`src/rtl/ptp_tc_pkg.sv`:
```
package ptp_tc_pkg;

    localparam int ACC_W  = 32;
    localparam int TIME_W = 64;
    localparam int REG_W  = 32;
    localparam int ADDR_W = 3;
    localparam int PER_W  = 16;
    localparam int PRE_W  = 16;
    localparam int NSRC   = 4;
    localparam int SEL_W  = $clog2(NSRC);

    typedef enum logic [SEL_W-1:0] {
        SRC_EXT = 2'd0,
        SRC_SYS = 2'd1,
        SRC_ALT = 2'd2,
        SRC_RTC = 2'd3
    } src_e;

    typedef enum logic [ADDR_W-1:0] {
        A_CTRL   = 3'd0,
        A_ADDEND = 3'd1,
        A_PERIOD = 3'd2,
        A_PRESC  = 3'd3,
        A_LDLO   = 3'd4,
        A_LDHI   = 3'd5,
        A_TLO    = 3'd6,
        A_THI    = 3'd7
    } addr_e;

    typedef struct packed {
        src_e              src;
        logic [ACC_W-1:0]  addend;
        logic [PER_W-1:0]  period;
        logic [PRE_W-1:0]  presc;
    } cfg_t;

    // A prescale of 0 or 1 fires on every tick; a count at or past the
    // terminal value also fires so a lowered prescale never stalls.
    function automatic logic presc_hit(input logic [PRE_W-1:0] cnt,
                                       input logic [PRE_W-1:0] presc);
        if (presc <= PRE_W'(1))
            return 1'b1;
        return cnt >= (presc - PRE_W'(1));
    endfunction

endpackage

```
`src/rtl/ptp_tc_regs.sv`:
```
module ptp_tc_regs
    import ptp_tc_pkg::*;
#(
    parameter logic [ACC_W-1:0] ADDEND_RST = 32'h9999_99A4,
    parameter logic [PER_W-1:0] PERIOD_RST = 16'd10,
    parameter logic [PRE_W-1:0] PRESC_RST  = 16'd100
) (
    input  logic              clk,
    input  logic              rst,
    input  logic              wr_en,
    input  logic [ADDR_W-1:0] wr_addr,
    input  logic [REG_W-1:0]  wr_data,
    input  logic              rd_en,
    input  logic [ADDR_W-1:0] rd_addr,
    output logic [REG_W-1:0]  rd_data,
    input  logic [TIME_W-1:0] time_i,
    output cfg_t              cfg_o,
    output logic              load_o,
    output logic [TIME_W-1:0] load_val_o
);
    localparam int HI_W = TIME_W - REG_W;

    cfg_t             cfg_q;
    logic [REG_W-1:0] stage_lo_q;
    logic [HI_W-1:0]  hi_frozen_q;
    logic             wr_hit_ldhi;
    logic             rd_hit_tlo;

    assign wr_hit_ldhi = wr_en && (addr_e'(wr_addr) == A_LDHI);
    assign rd_hit_tlo  = rd_en && (addr_e'(rd_addr) == A_TLO);

    always_ff @(posedge clk) begin
        if (rst) begin
            cfg_q.src    <= SRC_SYS;
            cfg_q.addend <= ADDEND_RST;
            cfg_q.period <= PERIOD_RST;
            cfg_q.presc  <= PRESC_RST;
            stage_lo_q   <= '0;
            hi_frozen_q  <= '0;
        end else begin
            if (wr_en) begin
                case (addr_e'(wr_addr))
                    A_CTRL:   cfg_q.src    <= src_e'(wr_data[SEL_W-1:0]);
                    A_ADDEND: cfg_q.addend <= wr_data[ACC_W-1:0];
                    A_PERIOD: cfg_q.period <= wr_data[PER_W-1:0];
                    A_PRESC:  cfg_q.presc  <= wr_data[PRE_W-1:0];
                    A_LDLO:   stage_lo_q   <= wr_data;
                    default:  ;
                endcase
            end
            if (rd_hit_tlo)
                hi_frozen_q <= time_i[TIME_W-1:REG_W];
        end
    end

    always_comb begin
        rd_data = '0;
        case (addr_e'(rd_addr))
            A_CTRL:   rd_data = REG_W'(cfg_q.src);
            A_ADDEND: rd_data = REG_W'(cfg_q.addend);
            A_PERIOD: rd_data = REG_W'(cfg_q.period);
            A_PRESC:  rd_data = REG_W'(cfg_q.presc);
            A_LDLO:   rd_data = stage_lo_q;
            A_LDHI:   rd_data = '0;
            A_TLO:    rd_data = time_i[REG_W-1:0];
            A_THI:    rd_data = REG_W'(hi_frozen_q);
            default:  rd_data = '0;
        endcase
    end

    assign cfg_o      = cfg_q;
    assign load_o     = wr_hit_ldhi;
    assign load_val_o = {wr_data[HI_W-1:0], stage_lo_q};

endmodule

```
`src/rtl/ptp_tc_phase_acc.sv`:
```
module ptp_tc_phase_acc
    import ptp_tc_pkg::*;
#(
    parameter int W  = ACC_W,
    parameter int NS = NSRC,
    localparam int SW = $clog2(NS)
) (
    input  logic          clk,
    input  logic          rst,
    input  logic [NS-1:0] ref_en_i,
    input  logic [SW-1:0] sel_i,
    input  logic [W-1:0]  addend_i,
    output logic          ref_en_o,
    output logic          tick_o
);
    logic [W-1:0] acc_q;
    logic [W:0]   sum;
    logic         tick_q;
    logic [NS-1:0] src_onehot;

    // Enable mux built as a one-hot AND-OR so each source is a leaf gate.
    for (genvar s = 0; s < NS; s++) begin : g_src
        assign src_onehot[s] = (sel_i == SW'(s)) && ref_en_i[s];
    end

    assign ref_en_o = |src_onehot;
    assign sum      = {1'b0, acc_q} + {1'b0, addend_i};

    always_ff @(posedge clk) begin
        if (rst) begin
            acc_q  <= '0;
            tick_q <= 1'b0;
        end else begin
            tick_q <= 1'b0;
            if (ref_en_o) begin
                acc_q  <= sum[W-1:0];
                tick_q <= sum[W];
            end
        end
    end

    assign tick_o = tick_q;

endmodule

```
`src/rtl/ptp_tc_tod.sv`:
```
module ptp_tc_tod
    import ptp_tc_pkg::*;
#(
    parameter int TW = TIME_W,
    parameter int PW = PER_W
) (
    input  logic          clk,
    input  logic          rst,
    input  logic          tick_i,
    input  logic [PW-1:0] period_i,
    input  logic          load_i,
    input  logic [TW-1:0] load_val_i,
    output logic [TW-1:0] time_o
);
    logic [TW-1:0] time_q;

    always_ff @(posedge clk) begin
        if (rst)
            time_q <= '0;
        else if (load_i)
            time_q <= load_val_i;
        else if (tick_i)
            time_q <= time_q + TW'(period_i);
    end

    assign time_o = time_q;

endmodule

```
`src/rtl/ptp_tc_presc.sv`:
```
module ptp_tc_presc
    import ptp_tc_pkg::*;
#(
    parameter int PW = PRE_W
) (
    input  logic          clk,
    input  logic          rst,
    input  logic          tick_i,
    input  logic [PW-1:0] presc_i,
    output logic          out_en_o
);
    logic [PW-1:0] cnt_q;
    logic          out_q;

    always_ff @(posedge clk) begin
        if (rst) begin
            cnt_q <= '0;
            out_q <= 1'b0;
        end else begin
            out_q <= 1'b0;
            if (tick_i) begin
                if (presc_hit(cnt_q, presc_i)) begin
                    cnt_q <= '0;
                    out_q <= 1'b1;
                end else begin
                    cnt_q <= cnt_q + PW'(1);
                end
            end
        end
    end

    assign out_en_o = out_q;

endmodule

```
`src/rtl/ptp_time_counter.sv`:
```
module ptp_time_counter
    import ptp_tc_pkg::*;
#(
    parameter logic [ACC_W-1:0] ADDEND_RST = 32'h9999_99A4,
    parameter logic [PER_W-1:0] PERIOD_RST = 16'd10,
    parameter logic [PRE_W-1:0] PRESC_RST  = 16'd100
) (
    input  logic              clk,
    input  logic              rst,
    input  logic [NSRC-1:0]   ref_en_i,
    input  logic              wr_en,
    input  logic [ADDR_W-1:0] wr_addr,
    input  logic [REG_W-1:0]  wr_data,
    input  logic              rd_en,
    input  logic [ADDR_W-1:0] rd_addr,
    output logic [REG_W-1:0]  rd_data,
    output logic              out_en_o
);
    cfg_t              cfg;
    logic              load_fire;
    logic [TIME_W-1:0] load_val;
    logic [TIME_W-1:0] time_q;
    logic              ref_en;
    logic              tick;
    logic [PER_W-1:0]  period_q;

    assign period_q = cfg.period;

    ptp_tc_regs #(
        .ADDEND_RST (ADDEND_RST),
        .PERIOD_RST (PERIOD_RST),
        .PRESC_RST  (PRESC_RST)
    ) u_regs (
        .clk        (clk),
        .rst        (rst),
        .wr_en      (wr_en),
        .wr_addr    (wr_addr),
        .wr_data    (wr_data),
        .rd_en      (rd_en),
        .rd_addr    (rd_addr),
        .rd_data    (rd_data),
        .time_i     (time_q),
        .cfg_o      (cfg),
        .load_o     (load_fire),
        .load_val_o (load_val)
    );

    ptp_tc_phase_acc #(.W(ACC_W), .NS(NSRC)) u_acc (
        .clk      (clk),
        .rst      (rst),
        .ref_en_i (ref_en_i),
        .sel_i    (cfg.src),
        .addend_i (cfg.addend),
        .ref_en_o (ref_en),
        .tick_o   (tick)
    );

    ptp_tc_tod #(.TW(TIME_W), .PW(PER_W)) u_tod (
        .clk        (clk),
        .rst        (rst),
        .tick_i     (tick),
        .period_i   (period_q),
        .load_i     (load_fire),
        .load_val_i (load_val),
        .time_o     (time_q)
    );

    ptp_tc_presc #(.PW(PRE_W)) u_presc (
        .clk      (clk),
        .rst      (rst),
        .tick_i   (tick),
        .presc_i  (cfg.presc),
        .out_en_o (out_en_o)
    );

endmodule

```
`config.mk`:
```
export PLATFORM = sky130hd
export DESIGN_NAME = ptp_time_counter
export DESIGN_NICKNAME = d
export VERILOG_FILES = /design/src/rtl/ptp_tc_pkg.sv /design/src/rtl/ptp_tc_regs.sv /design/src/rtl/ptp_tc_phase_acc.sv /design/src/rtl/ptp_tc_tod.sv /design/src/rtl/ptp_tc_presc.sv /design/src/rtl/ptp_time_counter.sv
export SDC_FILE = /design/constraint.sdc
export NUM_CORES = 1
export LEC_CHECK = 0
export CAP_MARGIN = 20
export CORE_ASPECT_RATIO = 0.6
export CORE_MARGIN = 8
export CORE_UTILIZATION = 58
export DETAILED_ROUTE_END_ITERATION = 16
export MAX_ROUTING_LAYER = met4
export PLACE_DENSITY = 0.88
export SETUP_SLACK_MARGIN = 0.4
export SYNTH_ARGS = -nofsm -noshare
export SYNTH_HDL_FRONTEND = slang
export SYNTH_HIERARCHICAL = 1
export SYNTH_SLANG_ARGS = --single-unit
export TNS_END_PERCENT = 50
```
`constraint.sdc`:
```
create_clock -name clk -period 3.65 [get_ports clk]
set_input_delay 0.365 -clock clk [delete_from_list [all_inputs] [get_ports clk]]
set_output_delay 0.365 -clock clk [all_outputs]
set_load 0.1 [all_outputs]
```
==> After elaboration in Yosys (flattened, before gate mapping) <==
Index checks and enable logic that the tools add are counted.
Widths: inputs -> output; s select.
{ "op_classes": {"add_sub_neg": 4, "order_cmp": 2, "n_eq_ne": 15, "muxes": 12, "bitwise_logic": 2, "n_reduce_logical": 18} }
{ "ops": {"columns": ["operator", "count"], "rows": [
  ["$pmux 32 s8", 1],
  ["$mux 64", 2],
  ["$add 64x16->64", 1],
  ["$add 32x32->33", 1],
  ["$eq 3x3->1 const B", 6],
  ["$add 16x1->16 const B", 1],
  ["$ge 16x16->1", 1],
  ["$le 16x1->1 const B", 1],
  ["$mux 16", 1],
  ["$sub 16x1->16 const B", 1],
  ["$eq 3x2->1 const B", 4],
  ["$reduce_and 2->1", 5],
  ["$mux 1", 8],
  ["$eq 3x1->1 const B", 2],
  ["$logic_and 1x1->1", 6],
  ["$logic_not 3->1", 2],
  ["$eq 2x2->1 const B", 2],
  ["$reduce_or 2->1", 2],
  ["$reduce_or 4->1", 1],
  ["$eq 2x1->1 const B", 1],
  ["$logic_not 2->1", 1],
  ["$not 1->1", 2],
  ["$reduce_bool 2->1", 1]
]} }
{ "word_totals": {"register_bits": 244, "input_bits": 46, "output_inout_bits": 33, "elab_cells": 64} }

==> Longest topological paths before layout <==
Gate-level depths: netlist of the first run.
{ "depth": {"depth_word": 8, "ltp_mapped": 13, "ltp_nobuf": 12} }

==> Hierarchy <==
The synthesis of the first run kept the hierarchy.
{ "modules_own_cells": {"columns": ["mod", "n_inst", "cells_per_inst", "area_each_um2"], "rows": [
  ["ptp_tc_regs", 1, 790, 6297.3],
  ["ptp_tc_tod", 1, 568, 4523.1],
  ["ptp_tc_phase_acc", 1, 383, 2894.0],
  ["ptp_tc_presc", 1, 167, 1482.7]
]} }

==> Worst setup path before layout of the first run <==
OpenSTA, ideal clock, no wires.
{ "synth_path": {"kind": "input port to output port", "startpoint": "in rd_addr[0]", "endpoint": "out rd_data[11]", "t_arrival_ns": 3.052, "required_ns": 3.285, "slack_ns": 0.233, "stages": 5, "n_path_buf": 2, "path_cell_list": "buf_6 buf_4 nor2b_1 a22oi_1 o21ai_0"} }
{ "synth_via": {"elab_chain_len": 2, "word_cells_on_any_way": 9, "cone_classes": "eq/ne (7); mux (1); reduce/logical (1)"} }
{ "synth_lines": {"columns": ["item", "line", "text"], "rows": [
  ["start, declared", "ptp_time_counter.sv:15", "input logic [ADDR_W-1:0] rd_addr,"],
  ["$eq 3x3->1 (tied with other cells)", "ptp_tc_regs.sv:58", "case (addr_e'(rd_addr))"],
  ["$pmux 32 s8 (*)", "ptp_tc_regs.sv:58", null],
  ["end, declared", "ptp_time_counter.sv:16", "output logic [REG_W-1:0] rd_data,"]
]} }
Every way passes the cells marked *; elsewhere a longest branch is shown, timed or not.

==> Worst setup path after layout of the first run <==
{ "layout_path": {"startpoint": "reg u_regs.cfg_q, in the netlist u_regs/cfg_o[16]", "endpoint": "reg u_tod.time_q[16] (netlist: u_tod/time_o[16])"} }
{ "layout_via": {"elab_chain_len": 3} }
{ "layout_lines": {"columns": ["item", "line", "text"], "rows": [
  ["start, declared", "ptp_tc_regs.sv:23", "cfg_t cfg_q;"],
  ["$add 64x16->64", "ptp_tc_tod.sv:23", "time_q <= time_q + TW'(period_i);"],
  ["$mux 64", "ptp_tc_tod.sv:22", "else if (tick_i)"],
  ["$mux 64", "ptp_tc_tod.sv:20", "else if (load_i)"],
  ["end signal, assigned", "ptp_tc_tod.sv:21", "time_q <= load_val_i;"],
  ["end signal, assigned", "ptp_tc_tod.sv:23", null],
  ["end, declared", "ptp_tc_tod.sv:15", "logic [TW-1:0] time_q;"]
]} }
Every way passes these cells. The select of a mux whose other input is x is not followed.
A chain may end at the register's enable or synchronous reset.

==> flow_metrics.tcl, run 1 <==
set metrics [dict create \
    synthAdderAreaFrac_pct 5.780 \
    ys_ff_latch 244 \
    dr.max_layer_used "met4" \
    postSynthCellCount 1908 \
    drc 0 \
    min_period_over_period_pct 85.20 \
    synth_nets 2023 \
    tns_ps 0 \
    numPortBuffers 78 \
    crit_path_max_fanout 11 \
    synth_edf_count 0 \
    seqPwrFrac_pct 41.8 \
    cp.required_ps 4110 \
    p_int_w 0.004902 \
    setup_viol 0 \
    leakage_nw 6.038 \
    min_path_type "input port to flop" \
    initial_core_util_pct 58.29 \
    hold_viol 0 \
    firstDrtPassIters 7 \
    placed_cell_area_um2 16130 \
    layout-drive-gt1-share_pct 10.47 \
    critPathCaptureType "flop" \
    status "finished, final reports clean" \
    path_clk_slew_ps 60 \
    period_needed_ps 3110 \
    grt_max_degree 97 \
    final.setup.worst_slack_ps 540.2 \
    initialDrtViolationCount 2300 \
    cts_buffers 24 \
    synth_ff_type "dfxtp_1" \
    via_per_inst 6.647 \
    crit_buf_inv 0 \
    dieArea_um2 31810 \
    grtUsageTotal_pct 31.44 \
    die_x_um 225.0 \
    cts_buffer_depth 3 \
    dp_hpwl_um 36800 \
    rsz0062_at_grt "false" \
    crit_family "compound AO/OA/AOI/OAI gates" \
    power.density_nw_per_um2 402.7 \
    grt_pass1_wl_um 77850 \
    clockPowerShare_pct 40.8 \
    place_congestion 1.011 \
    wl_per_cell_um 22.44 \
    p_switching_w 0.001958 \
    final_area_um2 17040 \
    die_h_um 141.4 \
    synth_compound_area_share_pct 22.12 \
    nets 1999 \
    root_buffer "clkbuf_16" \
    num_rows 46 \
    area.growth.synth_to_final_pct 12.09 \
    maxCapViolations 0 \
    insertion_delay_ps 540 \
    grt_pass1_vias 13740 \
    h-tree-depth 1 \
    comb_power_share_pct 17.3 \
    yosysSeqAreaShare_pct 32.14 \
    syn-cell-area_um2 15200 \
    antenna_found_initial 1 \
    synth_top_family_by_area "simple AND/OR/NAND/NOR gates" \
    worstSetupPathType "flop to flop" \
    cts_resized 0 \
    slew_headroom_pct 28.71 \
    yosys.area_share.simple_pct 23.84 \
    cts_tree "yes" \
    total_power_w 0.006860 \
    swShare_pct 28.54 \
    start_kind "flop" \
    synth.distinct_cells 99 \
    skew_ps 11.47 \
    route.met2.wl_um 20690 \
    drt-total-wl_um 50760 \
    slowest_stage "a311oi_1" \
    final_max_slew_viol_count 0 \
    synth_mux_area_share_pct 3.911 \
    ctsHoldBuffers 0 \
    max_freq_ghz 0.3216 \
    worst_pin_slew_ps 1063 \
    vias 15040 \
    pin_count 79 \
    wl_met1_um 20930 \
    cp.arrival_ps 3570 \
    cp_slowest_stage_delay_ps 610 \
    grt.overflow.total 0 \
    syn_avg_cell_area_um2 7.965 \
    crit_path_cell_trace "ha_1 -> fa_1 -> a21o_1 -> a311oi_1 -> o2111ai_1 -> nand2_1 -> nor2_1 -> xnor2_1 -> a211oi_1" \
    dp_slack_ps 512.7 \
    async_flop_share_pct 0 \
    cts_num_sinks 244 \
    post-cts-setup-buffer-count 0 \
    antenna_left 0 \
    synth_xor_area_share_pct 5.878 \
    ir_drop_mv 0.2811 \
    ys_warn_count 6 \
    fp.coreArea_um2 26070 \
    wl_met3_um 7618 \
]
final timing paths:
kind / from / to / slack (ps) / depth (start not counted)
min reg2reg: u_regs/hi_frozen_q[30]$_SDFFE_PP0P_ / u_regs/hi_frozen_q[30]$_SDFFE_PP0P_ / 460 / 2
max: u_regs/cfg_o[16]$_SDFFE_PP0P_ / u_tod/time_o[16]$_SDFFE_PP0P_ / 540 / 9
max reg2reg: u_regs/cfg_o[16]$_SDFFE_PP0P_ / u_tod/time_o[16]$_SDFFE_PP0P_ / 540 / 9
min: rst / u_regs/stage_lo_q[14]$_SDFFE_PP0P_ / 220 / 2
metrics by stage:
| step | util (%) | instances | hold slack [ps] |
|---|---|---|---|
| CTS | 65.25 | 2260 | 213.5 |
| finish | 65.34 | 2262 | 222.0 |
| floorplan | - | 1908 | 429.1 |
| global placement | 61.86 | 2217 | 440.2 |
| detailed placement | 61.86 | 2217 | 448.3 |
| global route | 65.34 | 2262 | 233.4 |
registers in the layout, indices dropped and copies added, names as in the netlist:
name                count
u_regs/hi_frozen_q     32
u_regs/cfg_o           66
u_acc/tick_o            1
u_presc/out_en_o        1
u_regs/stage_lo_q      32
u_presc/cnt_q          16
u_acc/acc_q            32
u_tod/time_o           64
per-layer routing:
metal | GRT usage (%) | vias to the layer above
li1 | - | 6738
met1 | 42.41 | 7071
met2 | 43.00 | 1079
met3 | 11.96 | 148
met4 | 9.125 | 0
met5 | - | -
Yosys cell counts, types with 6 or more instances:
cell / count / area share, %
buf_4: 43 / 2.1
buf_6: 8 / 0.59
nand4_1: 34 / 1.4
and3_1: 27 / 1.1
o21ai_0: 33 / 1.1
mux2i_1: 38 / 2.5
a21oi_2: 16 / 0.92
or3_1: 10 / 0.41
inv_1: 25 / 0.62
o211ai_1: 27 / 1.3
ha_1: 67 / 5.5
o31ai_1: 8 / 0.40
a211oi_1: 47 / 2.3
nand3_1: 58 / 1.9
o21a_1: 6 / 0.30
o2111ai_1: 7 / 0.40
a2111oi_2: 11 / 1.1
o21ai_1: 6 / 0.20
o21bai_1: 16 / 0.79
a221oi_1: 10 / 0.58
xnor2_1: 75 / 4.3
xor2_1: 27 / 1.6
buf_2: 38 / 1.3
nor3_2: 10 / 0.66
nand2b_1: 6 / 0.25
dfxtp_1: 244 / 32
nand3b_1: 20 / 0.99
nand2_1: 413 / 10
o22ai_1: 7 / 0.29
a21o_1: 21 / 1.0
a21oi_1: 199 / 6.6
nor4_1: 14 / 0.58
mux2_2: 18 / 1.3
nor3_1: 22 / 0.72
nor2_1: 99 / 2.4
a31oi_1: 12 / 0.49
clkbuf_1: 60 / 1.5
buf_1: 6 / 0.15
nor2b_1: 7 / 0.29
placed cells by master (no fill, tap or decap), types with 14 or more instances in the layout:
| cell type | count |
|---|---|
| buf_12 | 35 |
| nand4_1 | 34 |
| nor3_1 | 22 |
| nor2_1 | 99 |
| o211ai_1 | 27 |
| nor4_1 | 14 |
| a21oi_2 | 16 |
| o21ai_0 | 32 |
| clkdlybuf4s50_1 | 43 |
| mux2i_1 | 38 |
| and3_1 | 27 |
| a21oi_1 | 199 |
| xnor2_1 | 75 |
| xor2_1 | 27 |
| a211oi_1 | 47 |
| dfxtp_1 | 244 |
| nand3b_1 | 20 |
| o21bai_1 | 16 |
| clkbuf_16 | 25 |
| a21o_1 | 21 |
| mux2_2 | 18 |
| ha_1 | 67 |
| buf_4 | 26 |
| nand2_1 | 413 |
| inv_1 | 25 |
| nand3_1 | 58 |
power groups by stage:
stage                     combinational (W)  sequential (W)  clock (W)
after floorplan                    0.000839         0.00288          0
after global placement              0.00112         0.00292          0
after detailed placement            0.00115         0.00292          0
after CTS                           0.00116         0.00286    0.00282
after global routing                0.00127         0.00288    0.00293
final                               0.00119         0.00287    0.00280
cell families after synthesis:
family	after synthesis
flops	244
mux	57
compound gates	488
fa+ha+maj	69
simple gates	764
buf+inv	184
xor+xnor	102
layout make-up:
cell class              count  area (um^2)
inverters                  27        101.3
diodes                      1        2.502
clock buffers              33        705.7
repair buffers            107         1348
fillers                  2112         9037
clock inverters            10        177.7
flip-flops and latches    244         4885
multi-input cells        1480         9365
well taps                 360        450.4
worst register-to-register path, stage by stage (launching register included):
cell       delay, ps
dfxtp_1          330
ha_1             230
fa_1             410
a21o_1           210
a311oi_1         610
o2111ai_1        280
nand2_1          450
nor2_1           120
xnor2_1          160
a211oi_1         220
No activity file was read; power rests on OpenSTA's default activity.
==> run 2: changes to the inputs <==
Settings changed: SKIP_LAST_GASP set to 1.
==> results of run 2 <==
The final DEF is identical to that of run 1; final timing and power are the same.
